<file path="config.mk">
export PLATFORM = sky130hd
export DESIGN_NAME = spd_capture_stage
export DESIGN_NICKNAME = d
export VERILOG_FILES = /design/src/rtl/spd_pkg.sv /design/src/rtl/spd_sync.sv /design/src/rtl/spd_edge_bank.sv /design/src/rtl/spd_sel_reg.sv /design/src/rtl/spd_enc_if.sv /design/src/rtl/spd_capture_stage.sv
export SDC_FILE = /design/constraint.sdc
export NUM_CORES = 1
export LEC_CHECK = 0
export BUFFER_PORTS_ARGS = -buffer_cell sky130_fd_sc_hd__clkbuf_2
export CORE_UTILIZATION = 45
export CTS_BUF_LIST = sky130_fd_sc_hd__clkbuf_8 sky130_fd_sc_hd__clkbuf_16
export DETAILED_ROUTE_END_ITERATION = 6
export PLACE_DENSITY = 0.69
export SYNTH_ARGS = -nofsm -noshare
export SYNTH_HDL_FRONTEND = slang
export SYNTH_SLANG_ARGS = --single-unit
</file>
<file path="constraint.sdc">
create_clock -name clk -period 1.9 [get_ports clk]
set_clock_uncertainty 0.1 [all_clocks]
set_input_delay 0.285 -clock clk [delete_from_list [all_inputs] [get_ports clk]]
set_output_delay 0.285 -clock clk [all_outputs]
set_load 0.05 [all_outputs]
</file>
<file path="src/rtl/spd_pkg.sv">
// Shared types for the speed sensor capture stage.
// Assumes the 2-bit encodings of trigger mode and source select below.
package spd_pkg;
    typedef enum logic [1:0] {
        TRIG_OFF  = 2'b00,
        TRIG_RISE = 2'b01,
        TRIG_FALL = 2'b10,
        TRIG_BOTH = 2'b11
    } trig_mode_e;

    typedef enum logic [1:0] {
        SRC_A   = 2'b00,
        SRC_B   = 2'b01,
        SRC_C   = 2'b10,
        SRC_ENC = 2'b11
    } src_sel_e;
endpackage

</file>
<file path="src/rtl/spd_sync.sv">
// Multi-stage synchronizer for asynchronous sensor pins.
// Assumes each pin is a slow level signal; output lags input by STAGES clocks.
module spd_sync #(
    parameter int WIDTH  = 3,
    parameter int STAGES = 2
) (
    input  logic             clk,
    input  logic             rst_n,
    input  logic [WIDTH-1:0] async_in,
    output logic [WIDTH-1:0] sync_out
);
    logic [STAGES-1:0][WIDTH-1:0] stage_q;

    // Shift the pins through the flop chain.
    always_ff @(posedge clk) begin
        if (!rst_n) begin
            stage_q <= '0;
        end else begin
            stage_q[0] <= async_in;
            for (int i = 1; i < STAGES; i++) begin
                stage_q[i] <= stage_q[i-1];
            end
        end
    end

    assign sync_out = stage_q[STAGES-1];
endmodule

</file>
<file path="src/rtl/spd_edge_bank.sv">
// Per-pin edge detector on synchronized signals.
// Keeps one history flop per pin so that changing the routed pin never
// creates a false edge. Outputs are combinational single-cycle flags.
module spd_edge_bank #(
    parameter int WIDTH = 3
) (
    input  logic             clk,
    input  logic             rst_n,
    input  logic [WIDTH-1:0] lvl,
    output logic [WIDTH-1:0] rise,
    output logic [WIDTH-1:0] fall
);
    logic [WIDTH-1:0] hist_q;

    // Remember last cycle's level of every pin.
    always_ff @(posedge clk) begin
        if (!rst_n) begin
            hist_q <= '0;
        end else begin
            hist_q <= lvl;
        end
    end

    for (genvar g = 0; g < WIDTH; g++) begin : g_edge
        // Compare the current level with the history flop.
        always_comb begin
            rise[g] = lvl[g] & ~hist_q[g];
            fall[g] = ~lvl[g] & hist_q[g];
        end

        // a rising flag can never last two cycles
        a_r11_single_rise: assert property (@(posedge clk) disable iff (!rst_n)
            rise[g] |=> !rise[g]);
        a_r11_single_fall: assert property (@(posedge clk) disable iff (!rst_n)
            fall[g] |=> !fall[g]);
    end
endmodule

</file>
<file path="src/rtl/spd_sel_reg.sv">
// Double-buffered source selector.
// A write lands in the staging copy. The working copy loads it on a
// commutation strobe, or loads the written data at once when direct is set.
module spd_sel_reg
    import spd_pkg::*;
#(
    parameter int SEL_W = 2
) (
    input  logic             clk,
    input  logic             rst_n,
    input  logic             wr,
    input  logic [SEL_W-1:0] wdata,
    input  logic             direct,
    input  logic             comm_evt,
    output logic [SEL_W-1:0] active
);
    logic [SEL_W-1:0] stage_q;
    logic [SEL_W-1:0] active_q;

    // Staging copy: takes every write.
    always_ff @(posedge clk) begin
        if (!rst_n) begin
            stage_q <= '0;
        end else if (wr) begin
            stage_q <= wdata;
        end
    end

    // Working copy: direct write wins, else commutation transfer.
    always_ff @(posedge clk) begin
        if (!rst_n) begin
            active_q <= '0;
        end else if (wr && direct) begin
            active_q <= wdata;
        end else if (comm_evt) begin
            active_q <= stage_q;
        end
    end

    assign active = active_q;

    // without a strobe or a direct write the working copy holds
    a_r9_hold_active: assert property (@(posedge clk) disable iff (!rst_n)
        (!comm_evt && !(wr && direct)) |=> $stable(active));
    // a direct write is in use on the next cycle
    a_r10_direct_load: assert property (@(posedge clk) disable iff (!rst_n)
        (wr && direct) |=> (active == $past(wdata)));
endmodule

</file>
<file path="src/rtl/spd_enc_if.sv">
// Quadrature encoder interface.
// Produces a registered clock pulse on any channel edge and a direction
// flag refreshed at every channel-1 edge. Inputs are already synchronized.
module spd_enc_if (
    input  logic clk,
    input  logic rst_n,
    input  logic enable,
    input  logic ch1_lvl,
    input  logic ch2_lvl,
    input  logic ch1_edge,
    input  logic ch2_edge,
    output logic enc_clk,
    output logic enc_dir
);
    logic clk_q;
    logic dir_q;

    // One pulse per transition of either channel.
    always_ff @(posedge clk) begin
        if (!rst_n) begin
            clk_q <= 1'b0;
        end else begin
            clk_q <= enable & (ch1_edge | ch2_edge);
        end
    end

    // Channel 1 leads when the channels differ right after its edge.
    always_ff @(posedge clk) begin
        if (!rst_n) begin
            dir_q <= 1'b0;
        end else if (enable && ch1_edge) begin
            dir_q <= ch1_lvl ^ ch2_lvl;
        end
    end

    assign enc_clk = clk_q;
    assign enc_dir = dir_q;

    // direction moves only after a channel-1 edge in encoder use
    a_r8_dir_hold: assert property (@(posedge clk) disable iff (!rst_n)
        !(enable && ch1_edge) |=> $stable(enc_dir));
    // no pulse without an edge on either channel
    a_r7_pulse_needs_edge: assert property (@(posedge clk) disable iff (!rst_n)
        !(ch1_edge || ch2_edge) |=> !enc_clk);
endmodule

</file>
<file path="src/rtl/spd_capture_stage.sv">
// Speed sensor capture stage top.
// Synchronizes the pins, finds edges, routes the selected tacho pin through
// the trigger-mode filter into a registered capture strobe, or feeds the
// encoder interface when the selector picks encoder operation.
// Assumes trig_mode is a static configuration held by a register bank.
module spd_capture_stage
    import spd_pkg::*;
#(
    parameter int NUM_PINS    = 3,
    parameter int SYNC_STAGES = 2,
    parameter int SEL_W       = 2
) (
    input  logic                clk,
    input  logic                rst_n,
    input  logic [NUM_PINS-1:0] sens_pins,
    input  logic [1:0]          trig_mode,
    input  logic                sel_wr,
    input  logic [SEL_W-1:0]    sel_wdata,
    input  logic                sel_direct,
    input  logic                comm_evt,
    output logic                capture_o,
    output logic                enc_clk_o,
    output logic                enc_dir_o
);
    localparam int ENC_CH1 = 0;
    localparam int ENC_CH2 = 1;

    logic [NUM_PINS-1:0] pin_lvl;
    logic [NUM_PINS-1:0] pin_rise;
    logic [NUM_PINS-1:0] pin_fall;
    logic [SEL_W-1:0]    act_sel;
    logic                tacho_rise;
    logic                tacho_fall;
    logic                sense_on;
    logic                enc_mode;
    logic                cap_d;
    logic                cap_q;

    spd_sync #(.WIDTH(NUM_PINS), .STAGES(SYNC_STAGES)) sync_i (
        .clk      (clk),
        .rst_n    (rst_n),
        .async_in (sens_pins),
        .sync_out (pin_lvl)
    );

    spd_edge_bank #(.WIDTH(NUM_PINS)) edge_i (
        .clk   (clk),
        .rst_n (rst_n),
        .lvl   (pin_lvl),
        .rise  (pin_rise),
        .fall  (pin_fall)
    );

    spd_sel_reg #(.SEL_W(SEL_W)) sel_i (
        .clk      (clk),
        .rst_n    (rst_n),
        .wr       (sel_wr),
        .wdata    (sel_wdata),
        .direct   (sel_direct),
        .comm_evt (comm_evt),
        .active   (act_sel)
    );

    // Route the edge flags of the selected tacho pin.
    always_comb begin
        tacho_rise = 1'b0;
        tacho_fall = 1'b0;
        case (src_sel_e'(act_sel))
            SRC_A:   begin tacho_rise = pin_rise[0]; tacho_fall = pin_fall[0]; end
            SRC_B:   begin tacho_rise = pin_rise[1]; tacho_fall = pin_fall[1]; end
            SRC_C:   begin tacho_rise = pin_rise[2]; tacho_fall = pin_fall[2]; end
            default: begin tacho_rise = 1'b0;        tacho_fall = 1'b0;        end
        endcase
    end

    // Decide whether the routed edge matches the trigger mode.
    always_comb begin
        sense_on = (trig_mode != TRIG_OFF);
        enc_mode = (act_sel == SRC_ENC);
        cap_d    = 1'b0;
        if (sense_on && !enc_mode) begin
            case (trig_mode_e'(trig_mode))
                TRIG_RISE: cap_d = tacho_rise;
                TRIG_FALL: cap_d = tacho_fall;
                TRIG_BOTH: cap_d = tacho_rise | tacho_fall;
                default:   cap_d = 1'b0;
            endcase
        end
    end

    // Register the capture strobe.
    always_ff @(posedge clk) begin
        if (!rst_n) begin
            cap_q <= 1'b0;
        end else begin
            cap_q <= cap_d;
        end
    end

    spd_enc_if enc_i (
        .clk      (clk),
        .rst_n    (rst_n),
        .enable   (sense_on && enc_mode),
        .ch1_lvl  (pin_lvl[ENC_CH1]),
        .ch2_lvl  (pin_lvl[ENC_CH2]),
        .ch1_edge (pin_rise[ENC_CH1] | pin_fall[ENC_CH1]),
        .ch2_edge (pin_rise[ENC_CH2] | pin_fall[ENC_CH2]),
        .enc_clk  (enc_clk_o),
        .enc_dir  (enc_dir_o)
    );

    assign capture_o = cap_q;

    // mode off silences both event outputs
    a_r2_off_silent: assert property (@(posedge clk) disable iff (!rst_n)
        (trig_mode == TRIG_OFF) |=> (!capture_o && !enc_clk_o));
    // encoder operation never raises the capture strobe
    a_r7_enc_no_capture: assert property (@(posedge clk) disable iff (!rst_n)
        (act_sel == SRC_ENC) |=> !capture_o);
    // a capture always follows an edge on some pin
    a_r6_capture_from_edge: assert property (@(posedge clk) disable iff (!rst_n)
        !(|(pin_rise | pin_fall)) |=> !capture_o);
endmodule

</file>
==> results of run 1 <==
-- logic make-up (layout without fill, tap and decap cells) --
group | after synthesis | count (layout)
fa+ha+maj | 4 | 4
simple gates | 22 | 22
mux | 4 | 4
buf+inv | 7 | 24
flops | 16 | 16
compound gates | 9 | 9
xor+xnor | 1 | 1
-- sequential cells by signal (all words and copies together) (netlist names) --
register         flops
enc_i.enc_dir        1
sel_i.stage_q        2
sel_i.active         2
enc_i.enc_clk        1
sync_i.stage_q       3
sync_i.sync_out      3
edge_i.hist_q        3
capture_o            1
-- final timing paths --
| kind | to | slack [ns] | depth (start not counted) |
|---|---|---|---|
| min | sync_i.stage_q[2] | 0.14 | 2 |
| max | capture_o | 0.64 | 5 |
| min reg2reg | sync_i.sync_out[1] | 0.33 | 1 |
| max reg2reg | capture_o | 0.64 | 5 |
-- layout make-up --
type / count / area (um2) / area share
timing repair buffer: 14 / 70.07 / 0.09076
multi-input combinational: 40 / 285.3 / 0.3695
inverter: 6 / 22.52 / 0.02917
clock buffer: 4 / 55.05 / 0.07131
tap: 15 / 18.77 / 0.02431
sequential: 16 / 320.3 / 0.4149
-- cell usage in the layout (no fill, tap or decap) --
cell type,n
sky130_fd_sc_hd__dfxtp_1,16
sky130_fd_sc_hd__clkbuf_2,14
sky130_fd_sc_hd__and2_1,7
sky130_fd_sc_hd__nor2_1,6
sky130_fd_sc_hd__inv_1,5
sky130_fd_sc_hd__mux2i_1,4
sky130_fd_sc_hd__nand2_1,4
sky130_fd_sc_hd__ha_1,4
sky130_fd_sc_hd__clkbuf_8,4
sky130_fd_sc_hd__a21oi_1,3
sky130_fd_sc_hd__a211oi_1,2
sky130_fd_sc_hd__nor4bb_1,2
sky130_fd_sc_hd__inv_2,1
sky130_fd_sc_hd__o211a_1,1
sky130_fd_sc_hd__and3_1,1
sky130_fd_sc_hd__nor2b_1,1
sky130_fd_sc_hd__a22oi_1,1
sky130_fd_sc_hd__or4_1,1
sky130_fd_sc_hd__o221ai_1,1
sky130_fd_sc_hd__xnor2_1,1
sky130_fd_sc_hd__a311oi_1,1
-- layer usage --
metal / vias to the layer above / routed length (um) / GRT usage
li1: 249 / - / -
met1: 204 / 498 / 0.1806
met2: 12 / 430 / 0.1967
met3: 2 / 52 / 0.05114
met4: 0 / 10 / 0.1034
met5: - / 0 / 0
-- report_power, final --
group	total (mW)	switching [mW]	internal, mW	leakage [nW]
registers	0.359	0.00959	0.350	0.131
logic	0.0527	0.0267	0.0261	0.204
clock network	0.293	0.109	0.184	0.0288
==> results_dict.tcl, run 1 <==
set metrics [dict create \
    io_buffers 14 \
    max_cap_violations 0 \
    drtAntennaViolNets 0 \
    post_synthesis_xor_xnor_area_fraction 0.01383 \
    synthesis.instances 63 \
    design.final.nets 97 \
    final.setup.worst_slack_ns 0.6355 \
    post_synth_and_or_nand_nor_area_fraction 0.1917 \
    setup_tns_ns 0 \
    finalCriticalPeriod_ns 1.264 \
    fp.coreArea_um2 1301 \
    ctsRootBufferMaster "sky130_fd_sc_hd__clkbuf_8" \
    synth.net_count 79 \
    postRouteWirelength_um 992 \
    max_stage_delay_ns 0.39 \
    cts-resized-gates 0 \
    die_y_um 39.51 \
    synth_edf_count 0 \
    synthToLayoutAreaGrowth_pct 21.94 \
    grt_overflow 0 \
    finalPower_uw 704.7 \
    post-route-drc-count 0 \
    power_density_nw_per_um2 912.8 \
    routabilityCongestion 0.7263 \
    worst_hold_path_startpoint "sens_pins[2]" \
    largest_net_degree_at_the_start_of_global_routing 12 \
    drt_iter0_drc 10 \
    yosys_warnings 0 \
    synth.distinct_cells 20 \
    buffers_inserted_during_post_cts_setup_optimization 0 \
    synthMostInstantiatedCell "sky130_fd_sc_hd__dfxtp_1" \
    timing.critical_path.fanout_max 3 \
    synthesized_area_fraction_occupied_by_ao_oa_aoi_and_oai_cells 0.1028 \
    antenna_cells_inserted 0 \
    postSynth.topFlopCell "sky130_fd_sc_hd__dfxtp_1" \
    via_count 467 \
    rows 13 \
    initial_utilization 0.4865 \
    synth_adder_area_share 0.07905 \
    synth-async-reset-ratio 0 \
    viasPerCell 4.916 \
    numClockSinks 16 \
    fp.dieW_um 39.51 \
    layout.filler_cells 122 \
    critPathLaunch "sync_i.sync_out[0]" \
    netlist_top_cells_count "16 x sky130_fd_sc_hd__dfxtp_1, 7 x sky130_fd_sc_hd__and2_1, 6 x sky130_fd_sc_hd__nor2_1" \
    dpl-instance-area_um2 716.9 \
    die-area_um2 1561 \
    worstPathRequired_ns 1.96 \
    synth_area_um2 633.1 \
    post_synth_mux_area_share 0.06324 \
    synth_area_leaders "sky130_fd_sc_hd__dfxtp_1 51%, sky130_fd_sc_hd__ha_1 7.9%, sky130_fd_sc_hd__and2_1 6.9%" \
    insertion_delay_ns 0.25 \
    placed_cells_incl_taps 91 \
    status "complete, no violations" \
    largest_family_of_logic_cells_by_synthesized_area "simple AND/OR/NAND/NOR gates" \
    htreeDepth 1 \
    gr-usage-all-layers 0.1434 \
    regToRegStartpoint "sync_i.sync_out[0]" \
    grt_pass1_vias 357 \
    final_layout_size_suffix_gt1_frac 0.2375 \
    hold_buffers 0 \
    grt_pass1_wl_um 1393 \
    firstDrtPassIters 4 \
    setup-violations-final 0 \
    ys_ff_latch 16 \
    worst_path_dominant_cell_family "simple AND/OR/NAND/NOR gates" \
    finalHoldWorstSlack_ns 0.1442 \
    synthDominantCellAreaShare 0.5059 \
    critPathSlowestCell "sky130_fd_sc_hd__or4_1" \
    critical_path.endpoint_type "flop" \
    rsz_0062_raised_after_global_routing "no" \
    yosysTopAreaCell "sky130_fd_sc_hd__dfxtp_1" \
    timing.setup.critical_path_class "reg2reg" \
    critical_path_arrival_ns 1.32 \
    hpwlAfterDp_um 752.7 \
    finish.cell_count_without_fillers 95 \
    ir_drop_mv 0.4788 \
    relSlewSlack 0.8178 \
    final_core_util 0.5933 \
    wire_per_inst_um 10.44 \
    final-max-slew-violation-count 0 \
    period_share 0.6655 \
    worst_hold_path_type "in2reg" \
    max_freq_mhz 790.8 \
    antenna_violations_before_repair 0 \
    pre_cts_slack_ns 0.5675 \
    tritoncts.num_buffers 3 \
    critical_path.cell_chain "inv_1 -> ha_1 -> a22oi_1 -> or4_1 -> o221ai_1" \
    ios 15 \
    clock_tree.buffer_depth 2 \
    worst_setup_hold_path_clk_slew_ns 0.06 \
    tritoncts "yes" \
    hold_viol 0 \
    synthesis.area_per_instance_um2 10.05 \
    crit_path_launch_type "flop" \
    synth.yosys.seq_area_share 0.5059 \
    max_slew.worst_pin.slew_ns 0.2745 \
    total_leakage_power_nw 0.3640 \
    critPathBufInv 1 \
    finish.instance_area_um2 772.0 \
]
Power figures use the tool's default switching activity.
==> run 2, diff against run 1 <==
--- a/config.mk
+++ b/config.mk
@@ -5,11 +5,12 @@
 export SDC_FILE = /design/constraint.sdc
 export NUM_CORES = 1
 export LEC_CHECK = 0
+export ABC_AREA = 1
 export BUFFER_PORTS_ARGS = -buffer_cell sky130_fd_sc_hd__clkbuf_2
 export CORE_UTILIZATION = 45
 export CTS_BUF_LIST = sky130_fd_sc_hd__clkbuf_8 sky130_fd_sc_hd__clkbuf_16
 export DETAILED_ROUTE_END_ITERATION = 6
-export PLACE_DENSITY = 0.69
+export PLACE_DENSITY = 0.68
 export SYNTH_ARGS = -nofsm -noshare
 export SYNTH_HDL_FRONTEND = slang
 export SYNTH_SLANG_ARGS = --single-unit
==> constraint.sdc (replaced) <==
create_clock -name clk -period 1.2 [get_ports clk]
set_clock_uncertainty 0.1 [all_clocks]
set_input_delay 0.18 -clock clk [delete_from_list [all_inputs] [get_ports clk]]
set_output_delay 0.18 -clock clk [all_outputs]
set_load 0.05 [all_outputs]
==> run 2 against run 1 <==
Against the previous run:
- register-to-register slack got worse by 0.61 ns
- critical path type unchanged
- non-clock buffer count rose by 1
- cell area rose by 11%
- critical path depth rose by 2
- power rose by 62%
- combinational power rose by 81%
- utilization rose by 3.9 points
==> results_dict.tcl, run 2 <==
set metrics [dict create \
    design.final.nets 129 \
    synthesis.instances 94 \
    synthToLayoutAreaGrowth_pct 25.83 \
    finalHoldWorstSlack_ns 0.005236 \
    hpwlAfterDp_um 799.1 \
    drtAntennaViolNets 0 \
    insertion_delay_ns 0.25 \
    tritoncts "yes" \
    globalRouteMet1Util 0.1561 \
    timing.setup.critical_path_class "reg2reg" \
    tritoncts.num_buffers 3 \
    finalCriticalPeriod_ns 1.177 \
    worst_hold_path_type "in2reg" \
    max_freq_mhz 849.5 \
    ios 15 \
    finalPower_mw 1.142 \
    max_stage_delay_ns 0.34 \
    hold_buffers 0 \
    final.setup.worst_slack_ns 0.02284 \
    synth.net_count 110 \
    ir_drop_mv 0.7753 \
    gr-usage-all-layers 0.1661 \
    crit_path_launch_type "flop" \
    pre_cts_slack_ns 0.02123 \
    routabilityCongestion 0.6731 \
    max_slew.worst_pin.slew_ns 0.2779 \
    finish.instance_area_um2 853.3 \
    relSlewSlack 0.8155 \
    grt-busiest-layer "met2" \
    post-route-drc-count 0 \
    period_share 0.9810 \
    antenna_cells_inserted 0 \
    worst_hold_path.num_cells 3 \
    fp.dieW_um 40.82 \
    synth.distinct_cells 13 \
    synthDominantCellAreaShare 0.4723 \
    synthMostInstantiatedCell "sky130_fd_sc_hd__nand2_1" \
    regToRegStartpoint "edge_i.hist_q[0]" \
    critical_path.endpoint_type "flop" \
    status "complete, no violations" \
    htreeDepth 1 \
    critical_path_arrival_ns 1.23 \
    drt_iter0_drc 6 \
    worst_hold_path_startpoint "sens_pins[2]" \
    gr-usage-met2 0.2852 \
    synth_area_leaders "sky130_fd_sc_hd__dfxtp_1 47%, sky130_fd_sc_hd__nand2_1 14%, sky130_fd_sc_hd__inv_1 12%" \
    postSynth.topFlopCell "sky130_fd_sc_hd__dfxtp_1" \
    ys_ff_latch 16 \
    die-area_um2 1666 \
    wire_per_inst_um 9.346 \
    antenna_violations_before_repair 0 \
    yosys_warnings 0 \
    critPathLaunch "edge_i.hist_q[0]" \
    grt.met3_usage 0.09783 \
    total_leakage_power_nw 0.4643 \
    synth-async-reset-ratio 0 \
    regToRegSetupSlack_ns 0.02 \
    worst_setup_hold_path_clk_slew_ns 0.06 \
    critical_path.cell_chain "inv_2 -> ha_4 -> inv_1 -> nand2_2 -> nor2_1 -> a21oi_1 -> nor2_1" \
    hold-path-endpoint "sync_i.stage_q[2]" \
    reg2regPathDepth 7 \
    synthesis.area_per_instance_um2 7.214 \
    largest_net_degree_at_the_start_of_global_routing 16 \
    yosysTopAreaCell "sky130_fd_sc_hd__dfxtp_1" \
    io_buffers 14 \
    setup-violations-final 0 \
    grt_overflow 0 \
    via_count 579 \
    dpl-instance-area_um2 769.5 \
    ctsRootBufferMaster "sky130_fd_sc_hd__clkbuf_8" \
    grt_pass1_wl_um 1683 \
    grt_pass1_vias 447 \
    final-max-slew-violation-count 0 \
    timing.critical_path.fanout_max 2 \
    viasPerCell 4.559 \
    rsz_0062_raised_after_global_routing "yes" \
    synth.yosys.seq_area_share 0.4723 \
    synth_edf_count 0 \
    critPathSlowestCell "sky130_fd_sc_hd__dfxtp_2" \
    synth_area_um2 678.2 \
    most-common-layout-cells "25 x sky130_fd_sc_hd__nand2_1, 19 x sky130_fd_sc_hd__inv_1, 14 x sky130_fd_sc_hd__clkbuf_2" \
    clock_tree.buffer_depth 2 \
    die_y_um 40.82 \
    firstDrtPassIters 4 \
    fp.coreArea_um2 1350 \
    layout.cells.most_common "sky130_fd_sc_hd__nand2_1" \
    power_density_nw_per_um2 1339 \
    worstPathRequired_ns 1.25 \
    regToRegEndpoint "enc_i.enc_dir" \
    critPathMostFrequentCell "sky130_fd_sc_hd__nor2_1" \
    hold_viol 0 \
    max_cap_violations 0 \
    final_layout_size_suffix_gt1_frac 0.2768 \
    postRouteWirelength_um 1187 \
    netlist_top_cells_count "26 x sky130_fd_sc_hd__nand2_1, 21 x sky130_fd_sc_hd__inv_1, 16 x sky130_fd_sc_hd__dfxtp_1" \
    initial_utilization 0.5023 \
    numClockSinks 16 \
    rows 13 \
    final_core_util 0.6321 \
]
==> run 2: cell count changes after synthesis, moves of 2 or more <==
cell	before	now
sky130_fd_sc_hd__inv_1	5	21
sky130_fd_sc_hd__a211oi_1	2	0
sky130_fd_sc_hd__nand2_1	4	26
sky130_fd_sc_hd__nor4bb_1	2	0
sky130_fd_sc_hd__o21ai_0	0	4
sky130_fd_sc_hd__nor2_1	6	10
sky130_fd_sc_hd__a31oi_1	0	2
sky130_fd_sc_hd__mux2i_1	4	0
sky130_fd_sc_hd__nand3_1	0	3
sky130_fd_sc_hd__and2_1	7	0
==> run 2: cell type report <==
| cell class | instances | area [um2] |
|---|---|---|
| clock buffers | 4 | 55.05 |
| flip-flops and latches | 16 | 327.8 |
| inverters | 21 | 78.83 |
| fillers | 135 | 496.7 |
| repair buffers | 15 | 77.57 |
| multi-input cells | 56 | 295.3 |
| well taps | 15 | 18.77 |
==> run 2: metrics by stage <==
stage / TNS (ns) / instances
2_1_floorplan: 0 / 94
3_3_place_gp: 0 / 123
4_1_cts: 0 / 127
6_report: 0 / 127
5_1_grt: -0.06210 / 127
3_5_place_dp: 0 / 123
==> run 2: layer usage <==
| layer | share of wire | up-vias |
|---|---|---|
| met3 | 0.056 | 5 |
| met4 | 0.019 | 0 |
| met1 | 0.46 | 246 |
| met2 | 0.46 | 12 |
| li1 | - | 316 |
| met5 | 0 | - |
==> run 2: logic make-up after synthesis <==
| kind of cell | synth area share |
|---|---|
| compound gates | 0.07749 |
| xor+xnor | 0.01292 |
| fa+ha+maj | 0.07380 |
| buf+inv | 0.1236 |
| flops | 0.4723 |
| simple gates | 0.2399 |
==> run 2: what timing repair did <==
item,4_1_cts,5_1_grt
gates resized for setup,1,10
pin swaps,0,3
endpoints found under the setup margin,1,2
setup buffers,0,0
==> run 2: worst max path at each step <==
stage | end
after global routing | capture_o
after detailed placement | enc_i.enc_dir
after floorplan | enc_i.enc_dir
final | enc_i.enc_dir
after CTS | capture_o
after global placement | enc_i.enc_dir
==> run 2: worst max-delay path, delay by kind of cell (launching register included) <==
| kind | cells | cell delay, ns |
|---|---|---|
| adders and majority gates | 1 | 0.25 |
| buffers and inverters | 2 | 0.08 |
| and+or+nand+nor | 3 | 0.16 |
| DFF | 1 | 0.34 |
| AOI/OAI and AO/OA | 1 | 0.12 |
==> run 2: power by group <==
| part | switching (mW) | internal, mW | leakage, nW |
|---|---|---|---|
| Combinational | 0.0541 | 0.0411 | 0.302 |
| Sequential | 0.0169 | 0.554 | 0.133 |
| Clock | 0.184 | 0.291 | 0.0288 |
| Total | 0.255 | 0.887 | 0.464 |
